File: src/rtl/rs_pkg.sv
package rs_pkg;

    // Movement of the register chain in one cycle
    typedef enum logic [1:0] {
        SH_HOLD = 2'd0,  // no entry changes
        SH_DOWN = 2'd1,  // push: new value enters at the top
        SH_UP   = 2'd2,  // pop: every entry moves one place toward the top
        SH_TOP  = 2'd3   // push with pop: only the top entry is rewritten
    } shift_op_e;

endpackage

File: src/rtl/rs_chain_cell.sv
module rs_chain_cell #(
    parameter int W   = 12,
    parameter bit TOP = 1'b0
) (
    input  logic              clk,
    input  logic              rst_n,
    input  rs_pkg::shift_op_e op_i,
    input  logic [W-1:0]      from_above_i,
    input  logic [W-1:0]      from_below_i,
    output logic [W-1:0]      value_o
);

    typedef struct packed {
        logic [W-1:0] val;
    } cell_t;

    cell_t cell_d, cell_q;

    always_comb begin
        cell_d = cell_q;
        unique case (op_i)
            rs_pkg::SH_DOWN: cell_d.val = from_above_i;
            rs_pkg::SH_UP:   cell_d.val = from_below_i;
            rs_pkg::SH_TOP: begin
                if (TOP) begin
                    cell_d.val = from_above_i;
                end
            end
            default: cell_d = cell_q;
        endcase
    end

    always_ff @(posedge clk or negedge rst_n) begin
        if (!rst_n) begin
            cell_q <= '0;
        end else begin
            cell_q <= cell_d;
        end
    end

    assign value_o = cell_q.val;

endmodule

File: src/rtl/rs_occupancy.sv
module rs_occupancy #(
    parameter int DEPTH = 6
) (
    input  logic              clk,
    input  logic              rst_n,
    input  logic              push_i,
    input  logic              pop_i,
    output rs_pkg::shift_op_e op_o,
    output logic              empty_o,
    output logic              full_o,
    output logic              ovf_o,
    output logic              unf_o
);

    localparam int CW = $clog2(DEPTH + 1);
    localparam logic [CW-1:0] CNT_MAX = CW'(DEPTH);
    localparam logic [CW-1:0] CNT_ONE = CW'(1);

    typedef struct packed {
        logic [CW-1:0] cnt;
        logic          ovf;
        logic          unf;
    } occ_t;

    occ_t              occ_d, occ_q;
    rs_pkg::shift_op_e op_d;
    logic              is_empty;
    logic              is_full;

    always_comb begin
        occ_d    = occ_q;
        op_d     = rs_pkg::SH_HOLD;
        is_empty = (occ_q.cnt == '0);
        is_full  = (occ_q.cnt == CNT_MAX);
        unique case ({push_i, pop_i})
            2'b11: begin
                op_d = rs_pkg::SH_TOP;
                if (is_empty) begin
                    occ_d.unf = 1'b1;
                    occ_d.cnt = CNT_ONE;
                end
            end
            2'b10: begin
                op_d = rs_pkg::SH_DOWN;
                if (is_full) begin
                    occ_d.ovf = 1'b1;
                end else begin
                    occ_d.cnt = occ_q.cnt + CNT_ONE;
                end
            end
            2'b01: begin
                if (is_empty) begin
                    occ_d.unf = 1'b1;
                end else begin
                    op_d      = rs_pkg::SH_UP;
                    occ_d.cnt = occ_q.cnt - CNT_ONE;
                end
            end
            default: op_d = rs_pkg::SH_HOLD;
        endcase
    end

    always_ff @(posedge clk or negedge rst_n) begin
        if (!rst_n) begin
            occ_q <= '0;
        end else begin
            occ_q <= occ_d;
        end
    end

    assign op_o    = op_d;
    assign empty_o = is_empty;
    assign full_o  = is_full;
    assign ovf_o   = occ_q.ovf;
    assign unf_o   = occ_q.unf;

endmodule

File: src/rtl/rs_return_stack.sv
module rs_return_stack #(
    parameter int DEPTH = 6,
    parameter int W     = 12
) (
    input  logic         clk,
    input  logic         rst_n,
    input  logic         push_i,
    input  logic         pop_i,
    input  logic [W-1:0] pc_i,
    output logic [W-1:0] ret_addr_o,
    output logic         empty_o,
    output logic         full_o,
    output logic         ovf_o,
    output logic         unf_o
);

    rs_pkg::shift_op_e op_w;
    logic              empty_w;
    logic [W-1:0]      entry_w [DEPTH];

    rs_occupancy #(
        .DEPTH (DEPTH)
    ) occ_i (
        .clk     (clk),
        .rst_n   (rst_n),
        .push_i  (push_i),
        .pop_i   (pop_i),
        .op_o    (op_w),
        .empty_o (empty_w),
        .full_o  (full_o),
        .ovf_o   (ovf_o),
        .unf_o   (unf_o)
    );

    for (genvar g = 0; g < DEPTH; g++) begin : g_cell
        logic [W-1:0] above_w;
        logic [W-1:0] below_w;

        if (g == 0) begin : g_top_in
            assign above_w = pc_i;
        end else begin : g_mid_in
            assign above_w = entry_w[g-1];
        end

        if (g == DEPTH - 1) begin : g_bot_in
            assign below_w = '0;
        end else begin : g_next_in
            assign below_w = entry_w[g+1];
        end

        rs_chain_cell #(
            .W   (W),
            .TOP (g == 0)
        ) cell_i (
            .clk          (clk),
            .rst_n        (rst_n),
            .op_i         (op_w),
            .from_above_i (above_w),
            .from_below_i (below_w),
            .value_o      (entry_w[g])
        );
    end

    assign empty_o    = empty_w;
    assign ret_addr_o = empty_w ? '0 : entry_w[0];

endmodule


File: config.mk
export PLATFORM = sky130hd
export DESIGN_NAME = rs_return_stack
export DESIGN_NICKNAME = d
export VERILOG_FILES = /design/src/rtl/rs_pkg.sv /design/src/rtl/rs_chain_cell.sv /design/src/rtl/rs_occupancy.sv /design/src/rtl/rs_return_stack.sv
export SDC_FILE = /design/constraint.sdc
export NUM_CORES = 1
export LEC_CHECK = 0
export BUFFER_PORTS_ARGS = -buffer_cell sky130_fd_sc_hd__buf_2
export CAP_MARGIN = 20
export CORE_MARGIN = 2
export CORE_UTILIZATION = 64
export DETAILED_ROUTE_END_ITERATION = 7
export PLACE_DENSITY = 0.85
export SYNTH_ARGS = -nofsm -noshare
export SYNTH_HDL_FRONTEND = slang
export SYNTH_SLANG_ARGS = --single-unit
File: constraint.sdc
create_clock -name clk -period 4.9 [get_ports clk]
set_input_delay 0.735 -clock clk [delete_from_list [all_inputs] [get_ports clk]]
set_output_delay 0.735 -clock clk [all_outputs]
set_load 0.03 [all_outputs]
==> flow_summary.yaml <==
timing:
  timing_worst_slew_pin_value_ps: 1030
  rsz0062_at_grt: "no"
  fin_crit_ps: 3220
  finalHoldViolations: 0
  relSlewSlack_pct: 31.4
  tns_ps: 0
  drv_slew: 0
  clock.fmax_mhz: 311
  post-route-worst-setup-slack_ps: 1680
  min_period_over_period_pct: 65.7
  hold_slack_ps: 462
  setup_violations: 0
  clock_skew_ps: 8.36
placement:
  gp_congestion: 0.800
  place_ws_ps: 1480
  io_buffers: 31
  place_hpwl_um: 4570
final_layout:
  diodes: 0
  nets: 410
  syn_to_final_growth_pct: 9.89
  drive_gt1_share_pct: 15.3
  finish.utilization_pct: 73.9
power:
  max-vdd-ir-drop_uv: 405
  powerDensity_mw_per_mm2: 613
  leakagePower_nw: 1.80
floorplan:
  start_util_pct: 67.2
  fp.dieW_um: 80.7
  num_rows: 27
  die-area_mm2: 0.00652
  die_h_um: 80.7
  ioPinCount: 32
  core_mm2: 0.00561
global_route:
  antenna_found_initial: 0
  grt_start_max_net_pins: 121
  grt_use_total_pct: 24.0
  grt_overflow: 0
  first_global_vias: 2443
  grt_pass1_wl_um: 11800
yosys:
  synthTopCellsByCount: "77 x dfrtp_1, 61 x mux2i_1, 49 x a21oi_1, 49 x nor2_1, 22 x o21ai_0"
  synthMostInstantiatedCell: "dfrtp_1"
  ys_top_cells_by_area: "dfrtp_1 51%, mux2i_1 16%, a21oi_1 6.5%"
  ys_types: 32
  synth-main-ff-cell: "dfrtp_1"
  yosysTopAreaCell: "dfrtp_1"
  synth.cell_area_mm2: 0.00377
  syn_avg_cell_area_um2: 10.3
  synth-seq-cells: 77
  synth_async_sr_flop_share_pct: 100
  synth_enable_flop_cells: 0
  ys_warn_count: 0
  netlist.area_leader.share_pct: 51.1
  synth_seq_area_share_pct: 51.1
  syn_inst: 367
  syn_nets: 391
route:
  drtIter0Drc: 164
  wl_per_cell_um: 14.8
  postRouteAntennaNets: 0
  wl_met1_um: 2930
  vias: 2565
  via_per_inst: 5.54
  topRoutingLayerUsed: "met4"
  wirelength_um: 6860
  wl_met3_um: 180
  wl_met2_um: 3630
  drc: 0
  firstDrtPassIters: 5
cts:
  cts-root-buf: "clkbuf_8"
  cts_setup_buffers: 0
  htreeDepth: 3
  tritoncts: "built"
  clock_latency_ps: 340
  cts_hold_buf: 0
  cts_buffers: 9
  cts_resized: 0
  path_clk_slew_ps: 80
  cts_buffer_depth: 2
  cts.sinks: 77
min_path:
  hold_path_class: "flip-flop to flip-flop"
setup_path:
  cp_top_family: "simple AND/OR/NAND/NOR gates"
  path_common_cell: "a21oi_1"
  end_kind: "flip-flop"
  critical_path_buf_inv_count: 2
  cp.required_ps: 5060
  crit_arrival_ps: 3380
  slowest_stage: "ha_2"
  path_max_fanout: 32
  crit_path_max_incr_delay_ps: 760
  critPathKind: "flip-flop to flip-flop"
  startpoint_type: "flip-flop"
  crit_chain: "or3_1, a21oi_1, or2_1, inv_1, ha_2, buf_4, mux2i_1, a21oi_1"
run_status:
  status: "complete, no violations"
job:
  maxCapViolations: 0
[final timing paths]
check | start | endpoint | cells after the start | slack (ps)
setup reg to reg | occ_i.occ_q[2] | g_cell[4].cell_i.value_o[6] | 8 | 1680
hold / removal | occ_i.ovf_o | occ_i.ovf_o | 1 | 460
setup / recovery | occ_i.occ_q[2] | g_cell[4].cell_i.value_o[6] | 8 | 1680
hold reg to reg | occ_i.ovf_o | occ_i.ovf_o | 1 | 460
max in group asynchronous | rst_n | g_cell[2].cell_i.value_o[5] | 1 | 3780
min in group asynchronous | rst_n | occ_i.occ_q[2] | 1 | 520
[sequential cells by signal (all words and copies together) (netlist names)]
register and flops:
occ_i.ovf_o 1, occ_i.occ_q 3, g_cell.cell_i.value_o 72, occ_i.unf_o 1
[kinds of logic after synthesis]
| family | count (synthesis) | share of synthesized area, % |
|---|---|---|
| and+or+nand+nor | 97 | 12.7 |
| AOI/OAI and AO/OA | 77 | 11.3 |
| DFF | 77 | 51.1 |
| muxes | 62 | 16.6 |
| buffers and inverters | 45 | 5.18 |
| adders and majority gates | 8 | 2.86 |
| xor gates and xnor gates | 1 | 0.232 |
[cell type report]
cell class	count	area, µm²
clock buffers	13	169
clock inverters	3	42.5
fillers	387	1470
inverters	19	71.3
multi-input cells	245	1660
flip-flops and latches	77	1930
well taps	72	90.1
repair buffers	34	180
[cell usage in the layout (no fill, tap or decap)]
cell	instances
dfrtp_1	77
mux2i_1	61
a21oi_1	49
nor2_1	49
buf_2	30
o21ai_0	22
inv_1	19
nand2_1	15
nand3b_1	12
clkbuf_8	12
and2_1	8
ha_1	5
and2_2	4
buf_4	4
nand4b_1	2
o21ai_1	2
or3_1	1
or2_1	1
or2_0	1
nor3_1	1
a2bb2oi_4	1
nand3_4	1
mux2_4	1
xnor2_1	1
a31o_2	1
nand3_1	1
o311ai_2	1
o21bai_1	1
nand2b_1	1
fa_1	1
ha_4	1
ha_2	1
clkbuf_1	1
bufinv_16	1
clkinvlp_4	1
clkinv_2	1
[worst register-to-register path: stages, from the launching register on]
cell and delay [ps]:
dfrtp_1 490, or3_1 510, a21oi_1 140, or2_1 270, inv_1 110, ha_2 760
buf_4 360, mux2i_1 270, a21oi_1 120
[routing by layer]
metal / global-route usage, % / up-vias
met5: 0 / -
met4: 8.98 / 0
met3: 5.22 / 11
met2: 40.2 / 46
met1: 30.8 / 1228
li1: - / 1280
[power by group]
part | total [mW] | internal [mW] | leakage [nW] | switching, mW
logic | 0.862 | 0.362 | 0.843 | 0.500
clock network | 0.498 | 0.277 | 0.106 | 0.221
registers | 1.18 | 0.933 | 0.856 | 0.245
[metrics by stage]
step | area [µm²] | total power, mW | cells
after floorplan | 3770 | 1.81 | 367
after global placement | 3930 | 1.99 | 447
after detailed placement | 3930 | 2.05 | 447
after CTS | 4140 | 2.56 | 463
after global routing | 4140 | 2.73 | 463
final | 4140 | 2.54 | 463
No activity file was read; power rests on OpenSTA's default activity.
